**src/rtl/usbphy_seq_pkg.sv**
```systemverilog
// Shared types and per-instance bit maps for the USB PHY power sequencer.
// Assumes exactly four instances: device, host, HSIC0, HSIC1.
package usbphy_seq_pkg;

    localparam int NUM_INST = 4;
    localparam int PWR_W    = 15;
    localparam int RST_W    = 11;
    localparam int ISO_W    = 3;
    localparam int FSEL_W   = 3;

    localparam logic [FSEL_W-1:0] FSEL_BAD = 3'd6;

    typedef enum logic [1:0] {
        INST_DEV   = 2'd0,
        INST_HOST  = 2'd1,
        INST_HSIC0 = 2'd2,
        INST_HSIC1 = 2'd3
    } inst_e;

    typedef struct packed {
        inst_e             inst;
        logic              on;
        logic [FSEL_W-1:0] fsel;
    } req_t;

    typedef struct packed {
        logic mode;
        logic pwr_clr;
        logic rst_set;
        logic rst_clr;
        logic iso_clr;
        logic iso_set;
        logic pwr_set;
    } act_t;

    typedef enum logic [3:0] {
        S_IDLE, S_MODE, S_PWR_ON, S_RST_SET, S_RST_HOLD,
        S_SETTLE, S_ISO_SET, S_PWR_OFF, S_FIN
    } state_e;

    function automatic logic [PWR_W-1:0] pwr_mask(inst_e i);
        case (i)
            INST_DEV:   return 15'h0039;
            INST_HOST:  return 15'h01C0;
            INST_HSIC0: return 15'h0E00;
            default:    return 15'h7000;
        endcase
    endfunction

    function automatic logic [RST_W-1:0] rst_mask(inst_e i);
        case (i)
            INST_DEV:   return 11'h001;
            INST_HOST:  return 11'h008;
            INST_HSIC0: return 11'h148;
            default:    return 11'h240;
        endcase
    endfunction

    function automatic logic [1:0] iso_idx(inst_e i);
        case (i)
            INST_HSIC0: return 2'd1;
            INST_HSIC1: return 2'd2;
            default:    return 2'd0;
        endcase
    endfunction

    function automatic logic [PWR_W-1:0] pwr_all();
        logic [PWR_W-1:0] m;
        m = '0;
        for (int k = 0; k < NUM_INST; k++) m |= pwr_mask(inst_e'(k));
        return m;
    endfunction

endpackage

```
**src/rtl/usbphy_req_slot.sv**
```systemverilog
// One-deep request holding slot. Accepts when empty; the sequencer pops it.
// Assumes pop is only raised while the slot holds a request.
module usbphy_req_slot
    import usbphy_seq_pkg::*;
(
    input  logic clk,
    input  logic rst_n,
    input  logic in_valid,
    input  req_t in_req,
    output logic in_ready,
    input  logic pop,
    output logic slot_valid,
    output req_t slot_req
);

    assign in_ready = !slot_valid;

    // Fill on accept, empty on pop.
    always_ff @(posedge clk) begin
        if (!rst_n) begin
            slot_valid <= 1'b0;
            slot_req   <= '0;
        end else if (in_valid && in_ready) begin
            slot_valid <= 1'b1;
            slot_req   <= in_req;
        end else if (pop) begin
            slot_valid <= 1'b0;
        end
    end

    // the sequencer never takes from an empty slot
    assert_pop_full_R12: assert property (@(posedge clk) disable iff (!rst_n)
        pop |-> slot_valid);

endmodule

```
**src/rtl/usbphy_delay_cnt.sv**
```systemverilog
// Down-counter for the reset width and settle windows.
// Assumes load values are pre-decremented by the caller (N cycles -> N-1).
module usbphy_delay_cnt #(
    parameter int CNT_W = 16
) (
    input  logic             clk,
    input  logic             rst_n,
    input  logic             load,
    input  logic [CNT_W-1:0] load_val,
    output logic             zero
);

    logic [CNT_W-1:0] cnt;

    // Load or count down to zero and hold.
    always_ff @(posedge clk) begin
        if (!rst_n)           cnt <= '0;
        else if (load)        cnt <= load_val;
        else if (cnt != '0)   cnt <= cnt - 1'b1;
    end

    assign zero = (cnt == '0);

endmodule

```
**src/rtl/usbphy_seq_fsm.sv**
```systemverilog
// Sequencing state machine. Pops requests, steps through mode, power,
// reset, settle and isolation stages, and runs the device companion
// sequence for HSIC0. Emits one-cycle action strobes; the register image
// module applies them. Assumes RST_CYC and SETTLE_CYC are at least 1.
module usbphy_seq_fsm
    import usbphy_seq_pkg::*;
#(
    parameter int RST_CYC    = 1250,
    parameter int SETTLE_CYC = 10000,
    parameter int CNT_W      = 14
) (
    input  logic                clk,
    input  logic                rst_n,
    input  logic                slot_valid,
    input  req_t                slot_req,
    output logic                slot_pop,
    input  logic                tmr_zero,
    output logic                tmr_load,
    output logic [CNT_W-1:0]    tmr_val,
    output act_t                act,
    output inst_e               act_inst,
    output logic [FSEL_W-1:0]   act_fsel,
    output logic                busy,
    output logic                done,
    output logic                err,
    output logic [NUM_INST-1:0] inst_en
);

    localparam logic [CNT_W-1:0] RST_LOAD    = CNT_W'(RST_CYC - 1);
    localparam logic [CNT_W-1:0] SETTLE_LOAD = CNT_W'(SETTLE_CYC - 1);

    state_e            state;
    inst_e             cur_inst;
    logic [FSEL_W-1:0] cur_fsel;
    logic              companion;
    logic              bad_code;

    assign act_inst = cur_inst;
    assign act_fsel = cur_fsel;
    assign busy     = (state != S_IDLE);
    assign done     = (state == S_FIN);
    assign err      = (state == S_FIN) && bad_code;

    // Decode the action strobes and timer loads for the current stage.
    always_comb begin
        act      = '0;
        tmr_load = 1'b0;
        tmr_val  = '0;
        slot_pop = 1'b0;
        case (state)
            S_IDLE:    slot_pop = slot_valid;
            S_MODE:    act.mode = 1'b1;
            S_PWR_ON:  act.pwr_clr = 1'b1;
            S_RST_SET: begin
                act.rst_set = 1'b1;
                tmr_load    = 1'b1;
                tmr_val     = RST_LOAD;
            end
            S_RST_HOLD: if (tmr_zero) begin
                act.rst_clr = 1'b1;
                tmr_load    = 1'b1;
                tmr_val     = SETTLE_LOAD;
            end
            S_SETTLE:  if (tmr_zero) act.iso_clr = 1'b1;
            S_ISO_SET: act.iso_set = 1'b1;
            S_PWR_OFF: act.pwr_set = 1'b1;
            default:   ;
        endcase
    end

    // Advance the sequence and keep the per-instance enabled flags.
    always_ff @(posedge clk) begin
        if (!rst_n) begin
            state     <= S_IDLE;
            cur_inst  <= INST_DEV;
            cur_fsel  <= '0;
            companion <= 1'b0;
            bad_code  <= 1'b0;
            inst_en   <= '0;
        end else begin
            case (state)
                S_IDLE: if (slot_valid) begin
                    cur_inst  <= slot_req.inst;
                    cur_fsel  <= slot_req.fsel;
                    companion <= 1'b0;
                    bad_code  <= 1'b0;
                    if (slot_req.on) begin
                        if (slot_req.fsel == FSEL_BAD) begin
                            bad_code <= 1'b1;
                            state    <= S_FIN;
                        end else begin
                            state <= S_MODE;
                        end
                    end else begin
                        inst_en[slot_req.inst] <= 1'b0;
                        state <= S_ISO_SET;
                    end
                end
                S_MODE:     state <= S_PWR_ON;
                S_PWR_ON:   state <= S_RST_SET;
                S_RST_SET:  state <= S_RST_HOLD;
                S_RST_HOLD: if (tmr_zero) state <= S_SETTLE;
                S_SETTLE: if (tmr_zero) begin
                    if (!companion) inst_en[cur_inst] <= 1'b1;
                    if (cur_inst == INST_HSIC0 && !companion) begin
                        cur_inst  <= INST_DEV;
                        companion <= 1'b1;
                        state     <= S_MODE;
                    end else begin
                        state <= S_FIN;
                    end
                end
                S_ISO_SET:  state <= S_PWR_OFF;
                S_PWR_OFF: begin
                    if (cur_inst == INST_HSIC0 && !companion && !inst_en[INST_DEV]) begin
                        cur_inst  <= INST_DEV;
                        companion <= 1'b1;
                        state     <= S_ISO_SET;
                    end else begin
                        state <= S_FIN;
                    end
                end
                S_FIN:      state <= S_IDLE;
                default:    state <= S_IDLE;
            endcase
        end
    end

endmodule

```
**src/rtl/usbphy_reg_image.sv**
```systemverilog
// Register images driven to the PHY macro: power, reset, isolation,
// reference select and mode. Applies the sequencer's action strobes for
// the addressed instance. Assumes at most one strobe per cycle.
module usbphy_reg_image
    import usbphy_seq_pkg::*;
(
    input  logic              clk,
    input  logic              rst_n,
    input  act_t              act,
    input  inst_e             act_inst,
    input  logic [FSEL_W-1:0] act_fsel,
    output logic [PWR_W-1:0]  pwr_ctl,
    output logic [RST_W-1:0]  rst_ctl,
    output logic [ISO_W-1:0]  iso_en,
    output logic [FSEL_W-1:0] ref_sel,
    output logic              mode_host
);

    localparam logic [PWR_W-1:0] PWR_RESET = pwr_all();

    // Power image: clear on power-up, set on power-down.
    always_ff @(posedge clk) begin
        if (!rst_n)            pwr_ctl <= PWR_RESET;
        else if (act.pwr_clr)  pwr_ctl <= pwr_ctl & ~pwr_mask(act_inst);
        else if (act.pwr_set)  pwr_ctl <= pwr_ctl | pwr_mask(act_inst);
    end

    // Reset image: assert and release the instance's reset mask.
    always_ff @(posedge clk) begin
        if (!rst_n)            rst_ctl <= '0;
        else if (act.rst_set)  rst_ctl <= rst_ctl | rst_mask(act_inst);
        else if (act.rst_clr)  rst_ctl <= rst_ctl & ~rst_mask(act_inst);
    end

    // Reference select and mode bit, written in the mode stage.
    always_ff @(posedge clk) begin
        if (!rst_n) begin
            ref_sel   <= '0;
            mode_host <= 1'b0;
        end else if (act.mode) begin
            ref_sel <= act_fsel;
            if (act_inst == INST_DEV || act_inst == INST_HOST)
                mode_host <= (act_inst == INST_HOST);
        end
    end

    // One isolation bit per domain; device and host map to domain 0.
    for (genvar k = 0; k < ISO_W; k++) begin : g_iso
        localparam logic [1:0] IDX = 2'(k);
        logic hit;
        assign hit = (iso_idx(act_inst) == IDX);
        // Set or release this domain's isolation.
        always_ff @(posedge clk) begin
            if (!rst_n)                   iso_en[k] <= 1'b1;
            else if (act.iso_set && hit)  iso_en[k] <= 1'b1;
            else if (act.iso_clr && hit)  iso_en[k] <= 1'b0;
        end
    end

endmodule

```
**src/rtl/usbphy_pwr_seq.sv**
```systemverilog
// Top of the USB PHY power sequencer: request slot, sequencing FSM,
// delay counter and register images. Delays derive from CYC_PER_US.
// Assumes a single clock and synchronous active-low reset.
module usbphy_pwr_seq
    import usbphy_seq_pkg::*;
#(
    parameter int CYC_PER_US = 125,
    parameter int RST_US     = 10,
    parameter int SETTLE_US  = 80
) (
    input  logic        clk,
    input  logic        rst_n,
    input  logic        req_valid,
    output logic        req_ready,
    input  logic [1:0]  req_inst,
    input  logic        req_on,
    input  logic [2:0]  ref_code,
    output logic        busy,
    output logic        done,
    output logic        err,
    output logic [14:0] pwr_ctl,
    output logic [10:0] rst_ctl,
    output logic [2:0]  iso_en,
    output logic [2:0]  ref_sel,
    output logic        mode_host,
    output logic [3:0]  inst_en
);

    localparam int RST_CYC    = RST_US * CYC_PER_US;
    localparam int SETTLE_CYC = SETTLE_US * CYC_PER_US;
    localparam int MAX_CYC    = (RST_CYC > SETTLE_CYC) ? RST_CYC : SETTLE_CYC;
    localparam int CNT_W      = $clog2(MAX_CYC + 1);

    req_t              in_req, slot_req;
    logic              slot_valid, slot_pop;
    logic              tmr_load, tmr_zero;
    logic [CNT_W-1:0]  tmr_val;
    act_t              act;
    inst_e             act_inst;
    logic [FSEL_W-1:0] act_fsel;

    assign in_req = {inst_e'(req_inst), req_on, ref_code};

    usbphy_req_slot u_slot (
        .clk(clk), .rst_n(rst_n), .in_valid(req_valid), .in_req(in_req),
        .in_ready(req_ready), .pop(slot_pop), .slot_valid(slot_valid),
        .slot_req(slot_req)
    );

    usbphy_delay_cnt #(.CNT_W(CNT_W)) u_tmr (
        .clk(clk), .rst_n(rst_n), .load(tmr_load), .load_val(tmr_val),
        .zero(tmr_zero)
    );

    usbphy_seq_fsm #(.RST_CYC(RST_CYC), .SETTLE_CYC(SETTLE_CYC), .CNT_W(CNT_W)) u_fsm (
        .clk(clk), .rst_n(rst_n), .slot_valid(slot_valid), .slot_req(slot_req),
        .slot_pop(slot_pop), .tmr_zero(tmr_zero), .tmr_load(tmr_load),
        .tmr_val(tmr_val), .act(act), .act_inst(act_inst), .act_fsel(act_fsel),
        .busy(busy), .done(done), .err(err), .inst_en(inst_en)
    );

    usbphy_reg_image u_img (
        .clk(clk), .rst_n(rst_n), .act(act), .act_inst(act_inst),
        .act_fsel(act_fsel), .pwr_ctl(pwr_ctl), .rst_ctl(rst_ctl),
        .iso_en(iso_en), .ref_sel(ref_sel), .mode_host(mode_host)
    );

    // Checker support: cycles the reset image has been non-zero.
    localparam int HI_W = $clog2(RST_CYC + 2);
    logic [HI_W-1:0] rst_hi_cnt;
    // Count reset-high cycles, clear when reset image is zero.
    always_ff @(posedge clk) begin
        if (!rst_n)               rst_hi_cnt <= '0;
        else if (rst_ctl != '0)   rst_hi_cnt <= rst_hi_cnt + 1'b1;
        else                      rst_hi_cnt <= '0;
    end

    // reset asserted only while the instance's power bits are clear
    assert_rst_after_power_R3: assert property (@(posedge clk) disable iff (!rst_n)
        (rst_ctl != '0) |-> ((pwr_ctl & pwr_mask(act_inst)) == '0));

    // reset pulse width in cycles
    assert_rst_width_R4: assert property (@(posedge clk) disable iff (!rst_n)
        ($past(rst_ctl) != '0 && rst_ctl == '0) |-> (rst_hi_cnt == HI_W'(RST_CYC)));

    // isolation is released only after reset has been removed
    assert_iso_release_clean_R5: assert property (@(posedge clk) disable iff (!rst_n)
        ((($past(iso_en)) & ~iso_en) != '0) |-> (rst_ctl == '0));

    // power bits rise only while their isolation domain is isolated
    assert_otg_iso_first_R8: assert property (@(posedge clk) disable iff (!rst_n)
        ((pwr_ctl & ~$past(pwr_ctl) & 15'h01F9) != '0) |-> iso_en[0]);
    assert_hsic0_iso_first_R8: assert property (@(posedge clk) disable iff (!rst_n)
        ((pwr_ctl & ~$past(pwr_ctl) & 15'h0E00) != '0) |-> iso_en[1]);
    assert_hsic1_iso_first_R8: assert property (@(posedge clk) disable iff (!rst_n)
        ((pwr_ctl & ~$past(pwr_ctl) & 15'h7000) != '0) |-> iso_en[2]);

    // images hold while no sequence is running
    assert_quiet_idle_R12: assert property (@(posedge clk) disable iff (!rst_n)
        !$past(busy) |-> ($stable(pwr_ctl) && $stable(rst_ctl) && $stable(iso_en)));

    // a rejected request leaves the images untouched
    assert_reject_no_change_R7: assert property (@(posedge clk) disable iff (!rst_n)
        err |-> ($stable(pwr_ctl) && $stable(iso_en) && $stable(ref_sel)));

endmodule

```
**config.mk**
```make
export PLATFORM = sky130hd
export DESIGN_NAME = usbphy_pwr_seq
export DESIGN_NICKNAME = d
export VERILOG_FILES = /design/src/rtl/usbphy_seq_pkg.sv /design/src/rtl/usbphy_req_slot.sv /design/src/rtl/usbphy_delay_cnt.sv /design/src/rtl/usbphy_seq_fsm.sv /design/src/rtl/usbphy_reg_image.sv /design/src/rtl/usbphy_pwr_seq.sv
export SDC_FILE = /design/constraint.sdc
export NUM_CORES = 1
export LEC_CHECK = 0
export ABC_AREA = 1
export BUFFER_PORTS_ARGS = -buffer_cell sky130_fd_sc_hd__clkbuf_2
export CORE_ASPECT_RATIO = 1.1
export CORE_MARGIN = 2
export CORE_UTILIZATION = 41
export DETAILED_ROUTE_END_ITERATION = 8
export SLEW_MARGIN = 20
export SYNTH_ARGS = -nofsm -noshare
export SYNTH_HDL_FRONTEND = slang
export SYNTH_HIERARCHICAL = 1
export SYNTH_SLANG_ARGS = --single-unit
```
**constraint.sdc**
```tcl
create_clock -name clk -period 3.1 [get_ports clk]
set_clock_uncertainty 0.05 [all_clocks]
set_input_delay 0.155 -clock clk [delete_from_list [all_inputs] [get_ports clk]]
set_output_delay 0.155 -clock clk [all_outputs]
set_load 0.01 [all_outputs]
```
# Word-level counts from Yosys, hierarchy flattened
# Index checks and enable logic that the tools add are counted.
[classes] n_eq_ne=21 n_reduce_logical=36 magnitude_cmp=4 add_sub_neg=1 mux=62 bitwise_logic=10
[op_table] operator="$mux 15" count=7
[op_table] operator="$mux 11" count=7
[op_table] operator="$pmux 15 s3" count=1
[op_table] operator="$mux 4" count=11
[op_table] operator="$mux 14" count=3
[op_table] operator="$pmux 4 s8" count=1
[op_table] operator="$pmux 10 s3" count=1
[op_table] operator="$pmux 14 s2" count=1
[op_table] operator="$mux 1" count=19
[op_table] operator="$eq 4x3->1 const B" count=4
[op_table] operator="$and 15x15->15" count=1
[op_table] operator="$not 15->15" count=1
[op_table] operator="$or 15x15->15" count=1
[op_table] operator="$logic_not 14->1" count=1
[op_table] operator="$reduce_bool 14->1" count=1
[op_table] operator="$sub 14x1->14 const B" count=1
[op_table] operator="$logic_and 1x1->1" count=12
[op_table] operator="$and 11x11->11" count=1
[op_table] operator="$not 11->11" count=1
[op_table] operator="$or 11x11->11" count=1
[op_table] operator="$ne 2x2->1 const B" count=5
[op_table] operator="$reduce_and 5->1" count=2
[op_table] operator="$reduce_bool 2->1" count=5
[op_table] operator="$eq 4x2->1 const B" count=2
[op_table] operator="28 further kinds" count=44
[totals] output_inout_bits=41 in_bits=9 reg_bits=69

# Depth between registers and ports, before layout
# Gate-level depths: netlist of run 1.
[depth] depth_word=10 mapped_depth=16 depth_no_buf=16

# Cells and area by module
# Netlist of run 1, hierarchy kept.
[modules_own_cells] mod="usbphy_seq_fsm" seq_area_each_um2=300.3 n_inst=1 cells_each=179 area_per_inst_um2=1081.0
[modules_own_cells] mod="usbphy_delay_cnt" seq_area_each_um2=280.3 n_inst=1 cells_each=156 area_per_inst_um2=987.2
[modules_own_cells] mod="usbphy_reg_image" seq_area_each_um2=320.3 n_inst=1 cells_each=111 area_per_inst_um2=840.8
[modules_own_cells] mod="usbphy_req_slot" seq_area_each_um2=140.1 n_inst=1 cells_each=45 area_per_inst_um2=304.0

# Least setup slack after synthesis of run 1
# Ideal clock, no wire load.
[synth_timing] kind="register to register" from="reg u_tmr.cnt[0]" to="reg u_tmr.cnt[9]" setup_slack_ps=677 stages_incl_launch_ff=15 setup_ps=120 t_arrival_ps=2253 required_time_ps=2930 path_cell_list="dfxtp_1 -> inv_2 -> ha_1 -> nand2_2 -> nor2_4 -> nand2_4 -> nor2_4 -> nand2_1 -> nor2_1 -> inv_1 -> o21ai_0 -> inv_2 -> or2_2 -> nand3_1 -> nor2_1"
[synth_between] elab_chain_len=4 word_cells_on_any_way=10 cone_classes="add/sub: 1; mux: 6; reduce/logical: 3"
[synth_rtl] element="start, declared" line="usbphy_delay_cnt.sv:13" text="logic [CNT_W-1:0] cnt;"
[synth_rtl] element="start signal, assigned" line="usbphy_delay_cnt.sv:18" text="else if (load) cnt <= load_val;"
[synth_rtl] element="start signal, assigned" line="usbphy_delay_cnt.sv:19" text="else if (cnt != '0) cnt <= cnt - 1'b1;"
[synth_rtl] element="$logic_not 14->1 (*)" line="usbphy_delay_cnt.sv:22" text="assign zero = (cnt == '0);"
[synth_rtl] element="named net tmr_zero" line="usbphy_pwr_seq.sv:36" text="logic tmr_load, tmr_zero;"
[synth_rtl] element="$mux 1 (*)" line="usbphy_seq_fsm.sv:59" text="S_RST_HOLD: if (tmr_zero) begin"
[synth_rtl] element="$pmux 1 s2 (*)" line="usbphy_seq_fsm.sv:50" text="case (state)"
[synth_rtl] element="named net tmr_load" line="usbphy_pwr_seq.sv:36"
[synth_rtl] element="$mux 14 / $reduce_bool 2->1 (equally long branches)"
# The timed path passes the listed nets; every way through them passes the cells marked *. The select of a mux whose other input is x is not followed.
# A chain may end at the register's enable or synchronous reset.

# Final worst setup path of run 1
[layout_timing] from="reg u_tmr.cnt[0]" to="reg u_tmr.cnt[11]"
# Same word-level chain as after synthesis.

==> results of run 1 <==
-- worst max-delay path by stage --
stage,start,end,slack [ns]
3_3_place_gp,u_tmr/cnt[0]$_SDFFE_PN0P_,u_tmr/cnt[9]$_SDFFE_PN0P_,0.77
4_1_cts,u_tmr/cnt[0]$_SDFFE_PN0P_,u_tmr/cnt[11]$_SDFFE_PN0P_,0.70
5_1_grt,u_tmr/cnt[0]$_SDFFE_PN0P_,u_tmr/cnt[11]$_SDFFE_PN0P_,0.41
6_report,u_tmr/cnt[0]$_SDFFE_PN0P_,u_tmr/cnt[11]$_SDFFE_PN0P_,0.72
3_5_place_dp,u_tmr/cnt[0]$_SDFFE_PN0P_,u_tmr/cnt[11]$_SDFFE_PN0P_,0.72
2_1_floorplan,u_tmr/cnt[0]$_SDFFE_PN0P_,u_tmr/cnt[9]$_SDFFE_PN0P_,0.68
-- through the flow --
| step | worst slack (ns) | power, mW | hold slack [ns] |
|---|---|---|---|
| after floorplan | 0.677 | 2.14 | 0.226 |
| after global placement | 0.775 | 2.42 | 0.388 |
| after detailed placement | 0.721 | 2.43 | 0.392 |
| after CTS | 0.702 | 2.92 | 0.0806 |
| after global routing | 0.405 | 3.17 | 0.0901 |
| final | 0.716 | 2.89 | 0.0885 |
-- cell type report --
class                      instances  area, um^2  share of cell area
clock buffer                       6        72.6              0.0210
multi-input combinational        348        1700               0.493
sequential                        52        1040               0.302
tap                              105         131              0.0381
timing repair buffer              43         220              0.0639
inverter                          65         245              0.0711
clock inverter                     2        38.8              0.0112
-- power by group --
group          internal, mW  switching [mW]
clock network         0.244           0.229
logic                 0.493           0.981
registers             0.800           0.144
-- critical path, stage by stage (launching register included) --
cell,delay (ns)
dfxtp_1,0.34
inv_2,0.08
ha_1,0.20
nand2_2,0.09
nor2_4,0.13
nand2_4,0.07
nor2_4,0.10
nand2_1,0.08
nor2_1,0.13
inv_1,0.08
o21ai_0,0.26
inv_2,0.21
or2_2,0.31
nand3_1,0.08
nor2_1,0.04
-- kinds of logic (layout without fill, tap and decap cells) --
kind of cell | count (synthesis) | count (layout) | share of synthesized area
AND/OR/NAND/NOR | 266 | 266 | 0.381
buffers and inverters | 100 | 116 | 0.158
AO/OA/AOI/OAI | 62 | 62 | 0.101
flip-flops | 52 | 52 | 0.324
adder cells (fa/ha/maj) | 8 | 8 | 0.0312
other | 2 | 11 | 0.00234
XOR/XNOR | 1 | 1 | 0.00273
-- routing by layer --
layer  up-vias  GRT usage
met4         0     0.0315
met5         -          0
met3         5     0.0307
met2        64      0.281
met1      1312      0.216
li1       1557          -
-- placed cells by master, fill, tap and decap left out, types with 4 or more instances in the layout --
cell      instances
inv_2            13
o21ai_0          25
nor2_1           57
clkbuf_2         41
nand3_1          50
nand2_2           4
ha_1              8
a21oi_1          29
inv_1            51
clkbuf_8          5
nor2_2            9
dfxtp_1          52
nand2_1         125
nor2_4            7
conb_1           11
==> results_dict.tcl, run 1 <==
set metrics [dict create \
    wl_met2_um 3240 \
    relSlewSlack 0.641 \
    ys_seq_area_frac 0.324 \
    met3_length_um 284 \
    num_io_pins 50 \
    p_leak_nw 1.69 \
    crit_required_ns 3.25 \
    die_y_um 96.8 \
    cap_violations 0 \
    clk_pin_slew_ns 0.10 \
    fp.dieW_um 88.4 \
    wl_met1_um 3170 \
    num-nets-final 532 \
    vias 2938 \
    gp_congestion 0.851 \
    area_growth_pct 7.32 \
    hold_viol 0 \
    antenna_found_initial 0 \
    setup.worst_path.end_class "flop" \
    firstDrtPassIters 4 \
    initial_core_util 0.428 \
    die-area_um2 8560 \
    yosysTopAreaCell "dfxtp_1" \
    syn-cell-area_um2 3210 \
    highest_layer "met4" \
    hold_buffers 0 \
    clock_latency_ns 0.30 \
    synth_warnings 6 \
    via_per_inst 4.73 \
    grt_pass1_vias 2586 \
    setup-tns-final_ns 0 \
    grt_pass1_wl_um 11600 \
    synth-edff-count 0 \
    fin_cells 621 \
    vdd_drop_max_uv 277 \
    ctsRootBufferMaster "clkbuf_8" \
    placed_area_um2 3340 \
    io_buffers 41 \
    ant_nets 0 \
    synth_commonest_cells "125 x nand2_1, 57 x nor2_1, 52 x dfxtp_1" \
    synthArstFlopShare 0 \
    placementRows 33 \
    avgSynthCellArea_um2 6.54 \
    max_freq_mhz 419 \
    route.detailed.drc 0 \
    critPathArrivalTime_ns 2.53 \
    synthTopCellsByArea "dfxtp_1 32%, nand2_1 15%, nand3_1 7.8%, buf_4 7.5%, nor2_1 6.7%" \
    synthDistinctLibCells 31 \
    nFillCells 809 \
    syn_inst 491 \
    reg2reg_depth 14 \
    cts_made_buffers 5 \
    start_kind "flop" \
    status "finished, final reports clean" \
    htree_levels 2 \
    fin_util 0.459 \
    r2r-end "u_tmr/cnt[11]$_SDFFE_PN0P_" \
    wire_per_inst_um 10.9 \
    pwr_density_cell_nw_per_um2 839 \
    drtIter0Drc 122 \
    dp.cells 613 \
    clkSinkCount 52 \
    core_um2 7510 \
    yosysMostFrequentCell "nand2_1" \
    n_antenna_cell 0 \
    fin_area_um2 3450 \
    whs_path_depth 5 \
    cts_resized 0 \
    slew_viol_final 0 \
    cp_max_fo 19 \
    grt_max_degree 27 \
    worst_pin_slew_ns 0.539 \
    dp_hpwl_um 5210 \
    rsz0062_at_grt "no" \
    cts_tree "built" \
    track_usage 0.165 \
    reg2reg_slack_ns 0.72 \
    post-route-period-util 0.769 \
    grt.overflow.total 0 \
    synth_top_cell_area_share 0.324 \
    hold_class "in -> reg" \
    worstHoldEndpoint "u_slot/slot_req[5]$_SDFFE_PN0P_" \
    cts_setup_buffers 0 \
    setup_viol 0 \
    synth_seq_cells 52 \
    holdCritStartpoint "req_inst[1]" \
    critical_path_class "reg -> reg" \
    r2r_start "u_tmr/cnt[0]$_SDFFE_PN0P_" \
    drive_gt1_frac 0.184 \
    min_period_ns 2.38 \
    wl_um 6760 \
    synth_top_flop_cell "dfxtp_1" \
    clockBufferDepth 2 \
]
Note: power is estimated with default switching activity, not from simulation.
==> run 2: changes to the inputs <==
clock period = 2.35 ns   (was 3.1 ns; I/O delays follow)
==> run 2 against run 1 <==
Final area increased by 0.94%. Combinational power rose by 35%. Non-clock buffer count unchanged. Count of clock-buffer cells in the layout decreased by 1. Worst hold slack worse by 0.031 ns. Critical path depth is 1 higher. Global-route usage is 0.52 points lower. Register-to-register slack got worse by 0.56 ns. Worst setup slack got worse by 0.56 ns. First-iteration DRC count up 20%. Clock power is 33% higher. Critical endpoint is now u_tmr/cnt[0]$_SDFFE_PN0P_. Die area did not move.
==> results_dict.tcl, run 2 (synthesis gave the netlist of run 1 again) <==
set metrics [dict create \
    cts_made_buffers 5 \
    ant_nets 0 \
    min_period_ns 2.19 \
    grt_max_degree 27 \
    final_common_cell "nand2_1" \
    busiest_layer "met2" \
    ctsRootBufferMaster "clkbuf_8" \
    clockBufferDepth 2 \
    die_y_um 96.8 \
    max_freq_mhz 457 \
    critical_path_class "reg -> reg" \
    setup.worst_path.end_class "flop" \
    drtIter0Drc 146 \
    wl_um 6770 \
    antenna_found_initial 0 \
    rsz0062_at_grt "no" \
    worst_pin_slew_ns 0.541 \
    clkSinkCount 52 \
    cts_tree "built" \
    core_um2 7510 \
    p_leak_nw 1.70 \
    fp.dieW_um 88.4 \
    placed_area_um2 3340 \
    dp_hpwl_um 5170 \
    post-route-period-util 0.932 \
    status "finished, final reports clean" \
    critPathArrivalTime_ns 2.38 \
    crit_required_ns 2.54 \
    route.detailed.drc 0 \
    firstDrtPassIters 4 \
    relSlewSlack 0.638 \
    drive_gt1_frac 0.194 \
    hold_viol 0 \
    n_antenna_cell 0 \
    grt.overflow.total 0 \
    grt_use_met2 0.273 \
    use_met1 0.208 \
    start_kind "flop" \
    whs_path_depth 5 \
    setup-tns-final_ns 0 \
    num_io_pins 50 \
    pwr_density_cell_nw_per_um2 1110 \
    grt_pass1_vias 2581 \
    via_per_inst 4.69 \
    die-area_um2 8560 \
    placementRows 33 \
    vias 2913 \
    holdWs_ns 0.0571 \
    htree_levels 2 \
    setup_viol 0 \
    layout_setup_ws_ns 0.160 \
    num-nets-final 532 \
    dp_slack_ns 0.0656 \
    nFillCells 829 \
    track_usage 0.160 \
    cts_setup_buffers 0 \
    clk_pin_slew_ns 0.10 \
    initial_core_util 0.428 \
    cp_max_fo 15 \
    io_buffers 41 \
    gp_congestion 0.880 \
    fin_area_um2 3480 \
    wire_per_inst_um 10.9 \
    reg2reg_depth 15 \
    hold_class "in -> reg" \
    grt_pass1_wl_um 11200 \
    cap_violations 0 \
    vdd_drop_max_uv 382 \
    slew_viol_final 0 \
    grt_util_met3 0.0256 \
    final_cell_mix "125 x nand2_1, 55 x nor2_1, 52 x dfxtp_1" \
    area_growth_pct 8.33 \
    fin_util 0.463 \
    clock_latency_ns 0.30 \
]
## run 2: cell count changes in the layout (fill, tap and decap cells not counted)
cell      change
clkinv_4      +2
nor2_1        -2
nor2_2        +2
buf_4         -1
buf_6         +1
clkbuf_1      -1
ha_1          -1
ha_2          +1
inv_2         -1
o21ai_0       -1
o21ai_4       +1
## run 2: area by class of cell
class                   instances  area, um^2  area share
multi-input cells             348        1720       0.494
clock buffers                   5        68.8      0.0198
flip-flops and latches         52        1040       0.299
well taps                     105         131      0.0377
clock inverters                 3        47.5      0.0137
inverters                      65         250      0.0719
repair buffers                 43         224      0.0643
## run 2: worst max-delay path, stage by stage, from the launching register on
cell	delay (ns)
dfxtp_1	0.34
inv_2	0.08
ha_2	0.20
nand2_2	0.08
nor2_4	0.14
nand2_4	0.07
nor2_4	0.11
nand2_1	0.09
nor2_2	0.11
inv_1	0.10
o21ai_4	0.19
buf_6	0.19
nand2_1	0.07
o21ai_0	0.09
nand2_1	0.09
a21oi_1	0.11
## run 2: layer usage
| metal | vias to the layer above | share of wire |
|---|---|---|
| met2 | 65 | 0.49 |
| met4 | 0 | 0.0086 |
| met5 | - | 0 |
| li1 | 1551 | - |
| met3 | 4 | 0.036 |
| met1 | 1293 | 0.47 |
## run 2: repair_timing
action / in CTS / in global routing
endpoints found under the hold margin: 0 / 0
setup endpoints to repair: 0 / 18
gates resized for setup: 0 / 8
hold buffers: 0 / 0
## run 2: report_power, final
| part | internal, mW | total [mW] | switching [mW] |
|---|---|---|---|
| logic | 0.664 | 1.98 | 1.31 |
| registers | 1.06 | 1.24 | 0.190 |
| clock network | 0.321 | 0.630 | 0.309 |
| total | 2.04 | 3.85 | 1.81 |
## run 2: metrics by stage
step,std cells,power (mW)
floorplan,500,2.83
detailed placement,613,3.21
global placement,613,3.19
global route,621,4.19
finish,621,3.85
CTS,621,3.85
## run 2: final timing paths
check / from / to / slack (ns)
worst min-delay path: req_on / u_slot/slot_req[3]$_SDFFE_PN0P_ / 0.06
worst min register to register: u_img/iso_en[0]$_SDFFE_PP1P_ / u_img/iso_en[0]$_SDFFE_PP1P_ / 0.41
worst max-delay path: u_tmr/cnt[0]$_SDFFE_PN0P_ / u_tmr/cnt[0]$_SDFFE_PN0P_ / 0.16
worst max register to register: u_tmr/cnt[0]$_SDFFE_PN0P_ / u_tmr/cnt[0]$_SDFFE_PN0P_ / 0.16
